$ cat src/rtl/serial_word_rx.sv
module serial_word_rx #(
  parameter int SYNC_STAGES = 2
) (
  input  logic       clk,
  input  logic       rst_n,
  input  logic       ser_clk,
  input  logic       ser_data,
  input  logic       ser_en,
  output logic       word_valid,
  output logic       word_sel,
  output logic [9:0] word_payload,
  output logic       ctrl_wr,
  output logic       dac_wr,
  output logic [1:0] dac_chan,
  output logic [7:0] dac_code,
  output logic       ctrl_mode,
  output logic [3:0] ctrl_range,
  output logic [3:0] ctrl_inhibit,
  output logic       ctrl_act
);

  localparam int WORD_BITS = 12;
  localparam int BODY_BITS = WORD_BITS - 1;
  localparam int CNT_W     = $clog2(WORD_BITS);
  localparam int CHANS     = 4;

  logic [SYNC_STAGES-1:0] ck_sync, dt_sync, en_sync;
  logic                   ck_last;
  logic                   busy;
  logic [CNT_W-1:0]       bit_cnt;
  logic [BODY_BITS-2:0]   shreg;
  logic [BODY_BITS-1:0]   word_q;

  wire ck_s = ck_sync[SYNC_STAGES-1];
  wire dt_s = dt_sync[SYNC_STAGES-1];
  wire en_s = en_sync[SYNC_STAGES-1];
  wire fall = ck_last & ~ck_s;

  always_ff @(posedge clk or negedge rst_n) begin
    if (!rst_n) begin
      ck_sync <= '0;
      dt_sync <= '0;
      en_sync <= '0;
      ck_last <= 1'b0;
    end else begin
      ck_sync <= {ck_sync[SYNC_STAGES-2:0], ser_clk};
      dt_sync <= {dt_sync[SYNC_STAGES-2:0], ser_data};
      en_sync <= {en_sync[SYNC_STAGES-2:0], ser_en};
      ck_last <= ck_s;
    end
  end

  always_ff @(posedge clk or negedge rst_n) begin
    if (!rst_n) begin
      busy       <= 1'b0;
      bit_cnt    <= '0;
      shreg      <= '0;
      word_q     <= '0;
      word_valid <= 1'b0;
    end else begin
      word_valid <= 1'b0;
      if (!en_s) begin
        busy    <= 1'b0;
        bit_cnt <= '0;
      end else if (fall) begin
        if (!busy) begin
          if (dt_s) begin
            busy    <= 1'b1;
            bit_cnt <= CNT_W'(1);
            shreg   <= '0;
          end
        end else begin
          shreg <= {shreg[BODY_BITS-3:0], dt_s};
          if (bit_cnt == CNT_W'(WORD_BITS - 1)) begin
            busy       <= 1'b0;
            bit_cnt    <= '0;
            word_valid <= 1'b1;
            word_q     <= {shreg, dt_s};
          end else begin
            bit_cnt <= bit_cnt + CNT_W'(1);
          end
        end
      end
    end
  end

  assign word_sel     = word_q[BODY_BITS-1];
  assign word_payload = word_q[BODY_BITS-2:0];
  assign ctrl_wr      = word_valid & ~word_sel;
  assign dac_wr       = word_valid & word_sel;
  assign dac_chan     = word_payload[9:8];
  assign dac_code     = word_payload[7:0];
  assign ctrl_mode    = word_payload[9];
  assign ctrl_act     = word_payload[0];

  for (genvar i = 0; i < CHANS; i++) begin : g_fields
    assign ctrl_range[i]   = word_payload[8-i];
    assign ctrl_inhibit[i] = word_payload[4-i];
  end

  assert_single_pulse_R4: assert property (@(posedge clk) disable iff (!rst_n)
    word_valid |=> !word_valid);

  assert_valid_after_fall_R2: assert property (@(posedge clk) disable iff (!rst_n)
    word_valid |-> $past(fall));

  assert_start_needs_one_R3: assert property (@(posedge clk) disable iff (!rst_n)
    $rose(busy) |-> $past(dt_s));

  assert_disabled_idle_R8: assert property (@(posedge clk) disable iff (!rst_n)
    !en_s |=> (!busy && bit_cnt == '0 && !word_valid));

  assert_fields_hold_R10: assert property (@(posedge clk) disable iff (!rst_n)
    !word_valid |-> ($stable(word_payload) && $stable(word_sel)));

  always_ff @(posedge clk) begin
    if (rst_n) begin
      assert_count_bound_R9: assert (bit_cnt <= CNT_W'(WORD_BITS - 1));
    end
  end

endmodule

$ cat config.mk
export PLATFORM = sky130hd
export DESIGN_NAME = serial_word_rx
export DESIGN_NICKNAME = d
export VERILOG_FILES = /design/src/rtl/serial_word_rx.sv
export SDC_FILE = /design/constraint.sdc
export NUM_CORES = 1
export LEC_CHECK = 0
export BUFFER_PORTS_ARGS = -buffer_cell sky130_fd_sc_hd__buf_2
export CORE_MARGIN = 10
export CORE_UTILIZATION = 45
export CTS_CLUSTER_SIZE = 24
export DETAILED_ROUTE_END_ITERATION = 10
export GPL_ROUTABILITY_DRIVEN = 0
export PLACE_DENSITY = 0.81
export SLEW_MARGIN = 10
export SYNTH_ARGS = -nofsm -noshare
export SYNTH_HDL_FRONTEND = slang
export SYNTH_SLANG_ARGS = --single-unit
$ cat constraint.sdc
create_clock -name clk -period 2.5 [get_ports clk]
set_input_delay 0.25 -clock clk [delete_from_list [all_inputs] [get_ports clk]]
set_output_delay 0.25 -clock clk [all_outputs]
set_load 0.005 [all_outputs]
==> results of run 1 <==
-- layout make-up --
cell class,instances,area [um^2]
repair buffers,41,220.2
well taps,44,55.05
fillers,273,1475
clock inverters,2,12.51
flip-flops and latches,34,850.8
clock buffers,6,51.30
multi-input cells,52,459.2
inverters,1,3.754
-- flip-flops by register name, indices dropped and copies added, names as in the netlist --
register    count
bit_cnt         4
busy            1
ck_last         1
ck_sync         2
dt_sync         2
en_sync         2
shreg          10
word_q         11
word_valid      1
-- synthesized netlist by cell type, types with 2 or more instances --
| master | instances |
|---|---|
| dfrtp_1 | 34 |
| buf_4 | 20 |
| a22o_1 | 10 |
| mux2_4 | 9 |
| nand2_1 | 4 |
| a21oi_1 | 3 |
| nor2b_1 | 3 |
| mux2_2 | 2 |
| nand2b_1 | 2 |
| nand3_1 | 2 |
| nor2_1 | 2 |
| o21ai_0 | 2 |
-- logic make-up (layout without fill, tap and decap cells) --
logic type                 Yosys count  in the layout  synth area share, %
AOI/OAI and AO/OA                   20             20                10.52
adders and majority gates            1              1               0.8346
buffers and inverters               25             50                12.60
DFF                                 34             34                56.76
muxes                               11             11                10.52
and+or+nand+nor                     20             20                8.765
-- power breakdown --
| part | internal, W | switching, W |
|---|---|---|
| registers | 0.000559 | 0.00000883 |
| logic | 0.0000128 | 0.0000200 |
| clock network | 0.000135 | 0.000185 |
-- metrics by stage --
step                worst slack (ps)  total power (W)  hold slack [ps]
floorplan                      994.6        0.0005920           -45.59
global placement               885.9        0.0006065            333.4
detailed placement             795.6        0.0006086            341.6
CTS                            754.4        0.0009293            11.68
global route                   702.8        0.0009649            4.938
finish                         764.5        0.0009208            25.85
-- how the worst max path moves through the flow --
stage | from | end | slack [ps] | cells after the start
5_1_grt | bit_cnt[0] | word_q[1] | 700 | 4
2_1_floorplan | bit_cnt[0] | word_q[10] | 990 | 5
6_report | bit_cnt[0] | word_q[1] | 760 | 4
3_3_place_gp | ck_sync[1] | word_q[1] | 890 | 3
3_5_place_dp | bit_cnt[0] | word_q[1] | 800 | 4
4_1_cts | bit_cnt[0] | word_q[1] | 750 | 4
-- what timing repair did --
item,CTS,global route
hold buffers,1,2
setup buffers,0,0
endpoints found under the hold margin,34,2
-- layer usage --
| layer | global-route usage [%] | vias to the layer above | share of wire (%) |
|---|---|---|---|
| li1 | - | 420 | - |
| met1 | 10.12 | 429 | 39 |
| met2 | 15.26 | 27 | 52 |
| met3 | 4.263 | 4 | 7.5 |
| met4 | 6.022 | 0 | 2.1 |
| met5 | 0 | - | 0 |
==> flow_metrics.tcl, run 1 <==
set metrics [dict create \
    fin_worst_skew_ps 8.081 \
    syn_to_final_growth_pct 10.27 \
    grt-ovfl-total 0 \
    ys.flop_type "dfrtp_1" \
    dp_hpwl_mm 2.029 \
    reg2reg_from "bit_cnt[0]" \
    cts_tree "yes" \
    io-pin-count 39 \
    core-area_um2 3128 \
    hp-start "ser_en" \
    grt_pass1_vias 897 \
    relSlewSlack_pct 51.76 \
    r2r_slack_ps 760 \
    ir_drop_mv 0.3823 \
    drv_cap 0 \
    path_buf_inv 0 \
    mostFrequentLayoutCells "buf_2, dfrtp_1, a22o_1" \
    end_kind "flop" \
    cts_buffers 5 \
    r2r_end "word_q[1]" \
    syn_nets 117 \
    layout_commonest_cell "buf_2" \
    rsz0062_at_grt "false" \
    path_clk_slew_ps 110 \
    syn_area_um2 1499 \
    synth_top_area_share_pct 56.76 \
    finalSetupTns_ps 0 \
    final_nets 141 \
    period_minus_slack_ps 1735 \
    viasPerCell 4.889 \
    synth_area_leaders "dfrtp_1, buf_4, mux2_4" \
    fin_util_pct 52.84 \
    path_delay_family "simple AND/OR/NAND/NOR gates" \
    worst_pin_slew_ps 723.6 \
    post_cts_resized 0 \
    rows 20 \
    yosysSeqAreaShare_pct 56.76 \
    reg2reg_depth 4 \
    grt.total_usage_pct 9.560 \
    dr.pass1.iters 4 \
    hold_depth 1 \
    dpl_cell_area_um2 1559 \
    portBuffers 38 \
    critical_path_arrival_ps 1950 \
    final_antenna_net_count 0 \
    setup_viol 0 \
    num_antenna_cells 0 \
    synth_area_per_cell_um2 13.50 \
    cp_slowest_stage_delay_ps 420 \
    fin_crit_sh_pct 69.42 \
    grt_max_degree 35 \
    leakage_nw 0.8753 \
    fp.dieArea_um2 6040 \
    syn_inst 111 \
    drt-total-wl_mm 2.718 \
    clock-sinks 34 \
    crit_path_max_fanout 12 \
    drc 0 \
    status "complete, no violations" \
    ys_types 30 \
    cts_max_path_buffers 2 \
    fmax_ghz 0.5762 \
    drv_slew 0 \
    dieHeight_um 77.72 \
    synth_seq_cells 34 \
    antenna_found_initial 0 \
    fin_area_um2 1653 \
    dieWidth_um 77.72 \
    initial_core_util_pct 47.92 \
    synth-edff-count 0 \
    ctsRootBufferMaster "clkbuf_4" \
    drive_above_1_share_pct 44.85 \
    cpMaxStageDelayCell "dfrtp_1" \
    worstPathRequired_ps 2720 \
    layout.cells.non_filler 180 \
    htree_levels 2 \
    holdPathEnd "en_sync[0]" \
    worstSkewPairLatency_ps 330 \
    dp_cells 169 \
    vias 880 \
    yosys_warnings 0 \
    drtIter0Drc 46 \
    synth-async-reset-ratio_pct 100.0 \
    hold_viol_final 0 \
    powerDensity_nw_per_um2 557.1 \
    wl_per_cell_um 15.10 \
    hold_path.class "input pin to flop" \
    grt_first_pass_wirelength_mm 4.609 \
    yosys.area.top_type "dfrtp_1" \
    critical_path_class "flop to flop" \
    path_cells "ha_1 > nor2b_1 > and3_4 > mux2_2" \
    start_kind "flop" \
]
No activity file was read; power rests on OpenSTA's default activity.
==> run 2: changes to the inputs <==
--- a/config.mk
+++ b/config.mk
@@ -5,13 +5,14 @@
 export SDC_FILE = /design/constraint.sdc
 export NUM_CORES = 1
 export LEC_CHECK = 0
+export ABC_AREA = 1
 export BUFFER_PORTS_ARGS = -buffer_cell sky130_fd_sc_hd__buf_2
 export CORE_MARGIN = 10
 export CORE_UTILIZATION = 45
 export CTS_CLUSTER_SIZE = 24
 export DETAILED_ROUTE_END_ITERATION = 10
 export GPL_ROUTABILITY_DRIVEN = 0
-export PLACE_DENSITY = 0.81
+export PLACE_DENSITY = 0.83
 export SLEW_MARGIN = 10
 export SYNTH_ARGS = -nofsm -noshare
 export SYNTH_HDL_FRONTEND = slang
==> constraint.sdc (replaced) <==
create_clock -name clk -period 1.5 [get_ports clk]
set_input_delay 0.15 -clock clk [delete_from_list [all_inputs] [get_ports clk]]
set_output_delay 0.15 -clock clk [all_outputs]
set_load 0.005 [all_outputs]
==> run 2 against run 1 <==
Compared with the run above:
- synthesized area increased by 2.6%
- largest power group unchanged
- clock power increased by 69%
- critical path depth increased by 2
==> flow_metrics.tcl, run 2 <==
set metrics [dict create \
    dr.pass1.iters 4 \
    antenna_found_initial 0 \
    place_ws_ps 50.75 \
    grt_max_degree 35 \
    mostFrequentLayoutCells "buf_2, dfrtp_1, nand2_1" \
    syn_area_um2 1538 \
    drive_above_1_share_pct 36.22 \
    core-area_um2 3311 \
    yosysSeqAreaShare_pct 55.33 \
    grt.total_usage_pct 8.769 \
    synth_seq_cells 34 \
    syn_inst 155 \
    dieHeight_um 78.46 \
    layout_commonest_cell "buf_2" \
    synthTopCellsByCount "dfrtp_1, nand2_1, inv_1" \
    whs_ps 347.8 \
    fin_area_um2 1738 \
    nFillCells 297 \
    final_antenna_net_count 0 \
    crit_path_max_fanout 12 \
    largest_reg_flops 11 \
    cts_setup_buffers 0 \
    cts_max_path_buffers 2 \
    synth_area_leaders "dfrtp_1, buf_4, nand2_1" \
    cts_tree "yes" \
    rsz0062_at_grt "false" \
    setup_slack_ps 148.6 \
    ys.flop_type "dfrtp_1" \
    synth_area_per_cell_um2 9.921 \
    fin_crit_sh_pct 90.10 \
    leakage_nw 0.9372 \
    finalSetupTns_ps 0 \
    start_kind "flop" \
    relSlewSlack_pct 72.38 \
    fmax_ghz 0.7399 \
    largest_register "word_q" \
    grt-ovfl-total 0 \
    clock-sinks 34 \
    num_antenna_cells 0 \
    period_minus_slack_ps 1351 \
    path_cells "ha_1 > nand2_1 > nor2_4 > nand3_4 > nand2_1 > o21ai_2" \
    worstPathRequired_ps 1750 \
    vias 1067 \
    cp_slowest_stage_delay_ps 400 \
    cpMaxStageDelayCell "dfrtp_1" \
    drc 0 \
    dpl_cell_area_um2 1617 \
    viasPerCell 4.619 \
    fin_util_pct 52.49 \
    htree_levels 2 \
    setup_viol 0 \
    hold_viol_final 0 \
    synth_top_area_share_pct 55.33 \
    dp_hpwl_mm 1.898 \
    synth-async-reset-ratio_pct 100.0 \
    ir_drop_mv 0.5784 \
    initial_core_util_pct 46.45 \
    status "complete, no violations" \
    yosys_warnings 0 \
    yosys.area.top_type "dfrtp_1" \
    path_clk_slew_ps 110 \
    fp.dieArea_um2 6155 \
    worstSkewPairLatency_ps 350 \
    critical_path_arrival_ps 1600 \
    reg.largest.list "word_q (11), shreg (10), bit_cnt (4)" \
    syn_to_final_growth_pct 13.02 \
    drt-total-wl_mm 2.716 \
    fin_worst_skew_ps 16.96 \
    drv_cap 0 \
    synth-edff-count 0 \
    ctsRootBufferMaster "clkbuf_4" \
    portBuffers 38 \
    drv_slew 0 \
    worst_pin_slew_ps 414.3 \
    rows 21 \
    drtIter0Drc 53 \
    cts_buffers 5 \
    wl_per_cell_um 11.76 \
    end_kind "flop" \
    grt_pass1_vias 1005 \
    grt_first_pass_wirelength_mm 4.360 \
    powerDensity_nw_per_um2 895.8 \
    hold_path.class "input pin to async pin" \
    cpMostUsedCell "nand2_1" \
    yosysMostFrequentCell "dfrtp_1" \
    dieWidth_um 78.46 \
    ys_types 17 \
    syn_nets 161 \
    critical_path_class "flop to flop" \
    io-pin-count 39 \
    final_nets 190 \
]
-- run 2: changes by cell type after synthesis, sizes merged, moves of 3 or more --
cell	previous run	this run
o22ai	1	10
nand3	2	5
nor2	2	8
o21ai	2	14
nor2b	3	0
a21oi	3	0
inv	1	24
a22o	10	0
nand2b	3	0
mux2	11	0
nand2	4	33
-- run 2: kinds of logic (layout without fill, tap and decap cells) --
family,count (synthesis),in the layout,share of synthesized area [%]
AO/OA/AOI/OAI,24,24,11.31
adder cells (fa/ha/maj),1,1,0.8135
buffers and inverters,48,77,18.14
flip-flops,34,34,55.33
AND/OR/NAND/NOR,48,49,14.40
-- run 2: path summary, 6_finish.rpt --
kind | startpoint | endpoint | slack (ps) | cells past startpoint
max | bit_cnt[0] | word_q[8] | 150 | 6
max in group asynchronous | rst_n | bit_cnt[3] | 840 | 3
max reg2reg | bit_cnt[0] | word_q[8] | 150 | 6
min in group clk | dt_sync[0] | dt_sync[1] | 350 | 0
min reg2reg | dt_sync[0] | dt_sync[1] | 350 | 0
min | rst_n | shreg[3] | 350 | 3
-- run 2: layout make-up --
type	instances	area (um^2)	area share, %
repair buffers	44	245.2	14.11
inverters	25	95.09	5.472
well taps	46	57.56	3.312
clock inverters	2	12.51	0.7199
clock buffers	6	51.30	2.952
multi-input cells	74	425.4	24.48
flip-flops and latches	34	850.8	48.96
-- run 2: worst max-delay path: cells and delay by family (launching register included) --
kind,cells,cell delay [ps]
AND/OR/NAND/NOR,4,600
AO/OA/AOI/OAI,1,50
adder cells (fa/ha/maj),1,210
flip-flops,1,400
-- run 2: per-stage QoR --
step                cells  power (W)
finish                231   0.001557
CTS                   230   0.001568
detailed placement    218   0.001024
global placement      218   0.001022
global route          231   0.001617
floorplan             155  0.0009920
-- run 2: power breakdown --
group | switching [W] | leakage, nW | internal [W]
combinational | 0.0000482 | 0.445 | 0.0000243
sequential | 0.00000981 | 0.458 | 0.000932
clock | 0.000317 | 0.0343 | 0.000225
total | 0.000375 | 0.937 | 0.00118
-- run 2: layer usage --
layer	GRT usage [%]	part of all wire, %	vias up
li1	-	-	528
met1	8.435	43	500
met2	14.56	46	31
met3	5.239	8.9	8
met4	4.480	1.8	0
met5	0	0	-
-- run 2: repair_timing --
action | CTS | global route
hold endpoints to repair | 37 | 0
hold buffers | 4 | 0
endpoints found under the setup margin | 0 | 11
resized for setup | 0 | 1
==> run 3: changes to the inputs <==
--- a/config.mk
+++ b/config.mk
@@ -6,13 +6,13 @@
 export NUM_CORES = 1
 export LEC_CHECK = 0
 export ABC_AREA = 1
-export BUFFER_PORTS_ARGS = -buffer_cell sky130_fd_sc_hd__buf_2
 export CORE_MARGIN = 10
 export CORE_UTILIZATION = 45
 export CTS_CLUSTER_SIZE = 24
 export DETAILED_ROUTE_END_ITERATION = 10
+export DONT_BUFFER_PORTS = 1
 export GPL_ROUTABILITY_DRIVEN = 0
-export PLACE_DENSITY = 0.83
+export PLACE_DENSITY = 0.73
 export SLEW_MARGIN = 10
 export SYNTH_ARGS = -nofsm -noshare
 export SYNTH_HDL_FRONTEND = slang
==> run 3 against run 2 <==
Compared with the run above:
- cell count down 16%
- global-route usage is 0.47 points lower
- flip-flop and latch count did not move
- utilization down 5.5 points
==> flow_metrics.tcl, run 3 (synthesis gave the netlist of run 2 again) <==
set metrics [dict create \
    dr.pass1.iters 4 \
    dp_cells 179 \
    viasPerCell 4.829 \
    largest_reg_flops 11 \
    worstSkewPairLatency_ps 330 \
    drive_above_1_share_pct 19.05 \
    final_nets 152 \
    grt_pass1_vias 904 \
    setup_slack_ps 109.2 \
    use_met3_pct 4.670 \
    drc 0 \
    dpl_cell_area_um2 1419 \
    leakage_nw 0.7367 \
    wl_per_cell_um 12.67 \
    dieHeight_um 78.46 \
    relSlewSlack_pct 83.32 \
    grt_max_degree 35 \
    ctsRootBufferMaster "clkbuf_4" \
    rsz0062_at_grt "true" \
    cpMostUsedCell "nand2_1" \
    place_ws_ps 37.75 \
    layout.cells.non_filler 193 \
    worstPathRequired_ps 1720 \
    dieWidth_um 78.46 \
    grt-ovfl-total 0 \
    period_minus_slack_ps 1391 \
    cts_tree "yes" \
    clock-sinks 34 \
    end_kind "flop" \
    syn_to_final_growth_pct 1.220 \
    hold_viol_final 0 \
    fin_area_um2 1556 \
    rows 21 \
    ir_drop_mv 0.4886 \
    cts_buffers 5 \
    core-area_um2 3311 \
    largest_register "word_q" \
    fmax_ghz 0.7190 \
    cts_max_path_buffers 2 \
    cp_slowest_stage_delay_ps 400 \
    portBuffers 0 \
    drv_slew 0 \
    mostFrequentLayoutCells "dfrtp_1, nand2_1, inv_1" \
    fin_worst_skew_ps 8.710 \
    path_clk_slew_ps 100 \
    antenna_found_initial 0 \
    worst_pin_slew_ps 250.0 \
    num_antenna_cells 0 \
    met1_usage_pct 8.379 \
    layout_commonest_cell "dfrtp_1" \
    critical_path_arrival_ps 1610 \
    drt-total-wl_mm 2.445 \
    met2_usage_pct 13.90 \
    finalSetupTns_ps 0 \
    powerDensity_nw_per_um2 981.0 \
    fp.dieArea_um2 6155 \
    start_kind "flop" \
    busiest_layer "met2" \
    path_cells "ha_1 > nand2_1 > nor2_4 > nand3_4 > nand2_1 > o21ai_2" \
    total_power_w 0.001527 \
    status "complete, no violations" \
    reg.largest.list "word_q (11), shreg (10), bit_cnt (4)" \
    drv_cap 0 \
    cpMaxStageDelayCell "dfrtp_1" \
    grt_first_pass_wirelength_mm 4.057 \
    final_antenna_net_count 0 \
    setup_viol 0 \
    vias 932 \
    hold_path.class "input pin to async pin" \
    io-pin-count 39 \
    crit_path_max_fanout 12 \
    htree_levels 2 \
    drtIter0Drc 53 \
    cts_setup_buffers 0 \
    dp_hpwl_mm 1.664 \
    initial_core_util_pct 46.45 \
    fin_crit_sh_pct 92.72 \
    grt.total_usage_pct 8.302 \
    critical_path_class "flop to flop" \
]
run 3: cell count changes in the layout (fill, tap and decap cells not counted), sizes merged:
cell	previous run	this run
buf	40	2
clkbuf	6	7
clkinvlp	1	0
run 3: final timing paths:
| check | startpoint | to | slack [ps] | cells past startpoint |
|---|---|---|---|---|
| min reg2reg | ck_sync[0] | ck_sync[1] | 360 | 0 |
| max reg2reg | bit_cnt[0] | word_q[10] | 110 | 6 |
| min in group clk | ck_sync[0] | ck_sync[1] | 360 | 0 |
| max in group asynchronous | rst_n | ck_last | 1060 | 2 |
| max | bit_cnt[0] | word_q[10] | 110 | 6 |
| min | rst_n | word_q[7] | 260 | 2 |
run 3: area by class of cell:
cell class | instances | area, um^2
Sequential cell | 34 | 850.8
Multi-Input combinational cell | 74 | 425.4
Inverter | 25 | 95.09
Timing Repair Buffer | 6 | 67.56
Clock buffer | 7 | 55.05
Fill cell | 329 | 1754
Clock inverter | 1 | 5.005
Tap cell | 46 | 57.56
run 3: stage by stage:
step	utilization (%)	hold WS, ps
after global placement	42.86	-144.6
after CTS	46.49	237.8
after global routing	47.01	256.6
after floorplan	-	-145.6
after detailed placement	42.86	-144.6
final	47.01	260.1
run 3: layer usage:
layer	routed length, um	vias to the layer above
li1	-	451
met1	1035	453
met2	1199	23
met3	168	5
met4	41	0
met5	0	-
run 3: critical path, delay by kind of cell, from the launching register on:
family          cells  cell delay (ps)
flops               1              400
compound gates      1               50
fa+ha+maj           1              200
simple gates        4              630
run 3: power breakdown:
| group | total, W | internal, W | switching, W |
|---|---|---|---|
| clock | 0.000512 | 0.000227 | 0.000285 |
| sequential | 0.000942 | 0.000932 | 0.0000102 |
| combinational | 0.0000728 | 0.0000246 | 0.0000482 |
| total | 0.00153 | 0.00118 | 0.000343 |
run 3: what timing repair did:
action / in CTS / in global routing
setup endpoints to repair: 0 / 11
hold buffers: 5 / 0
endpoints found under the hold margin: 37 / 0
gates resized for setup: 0 / 1
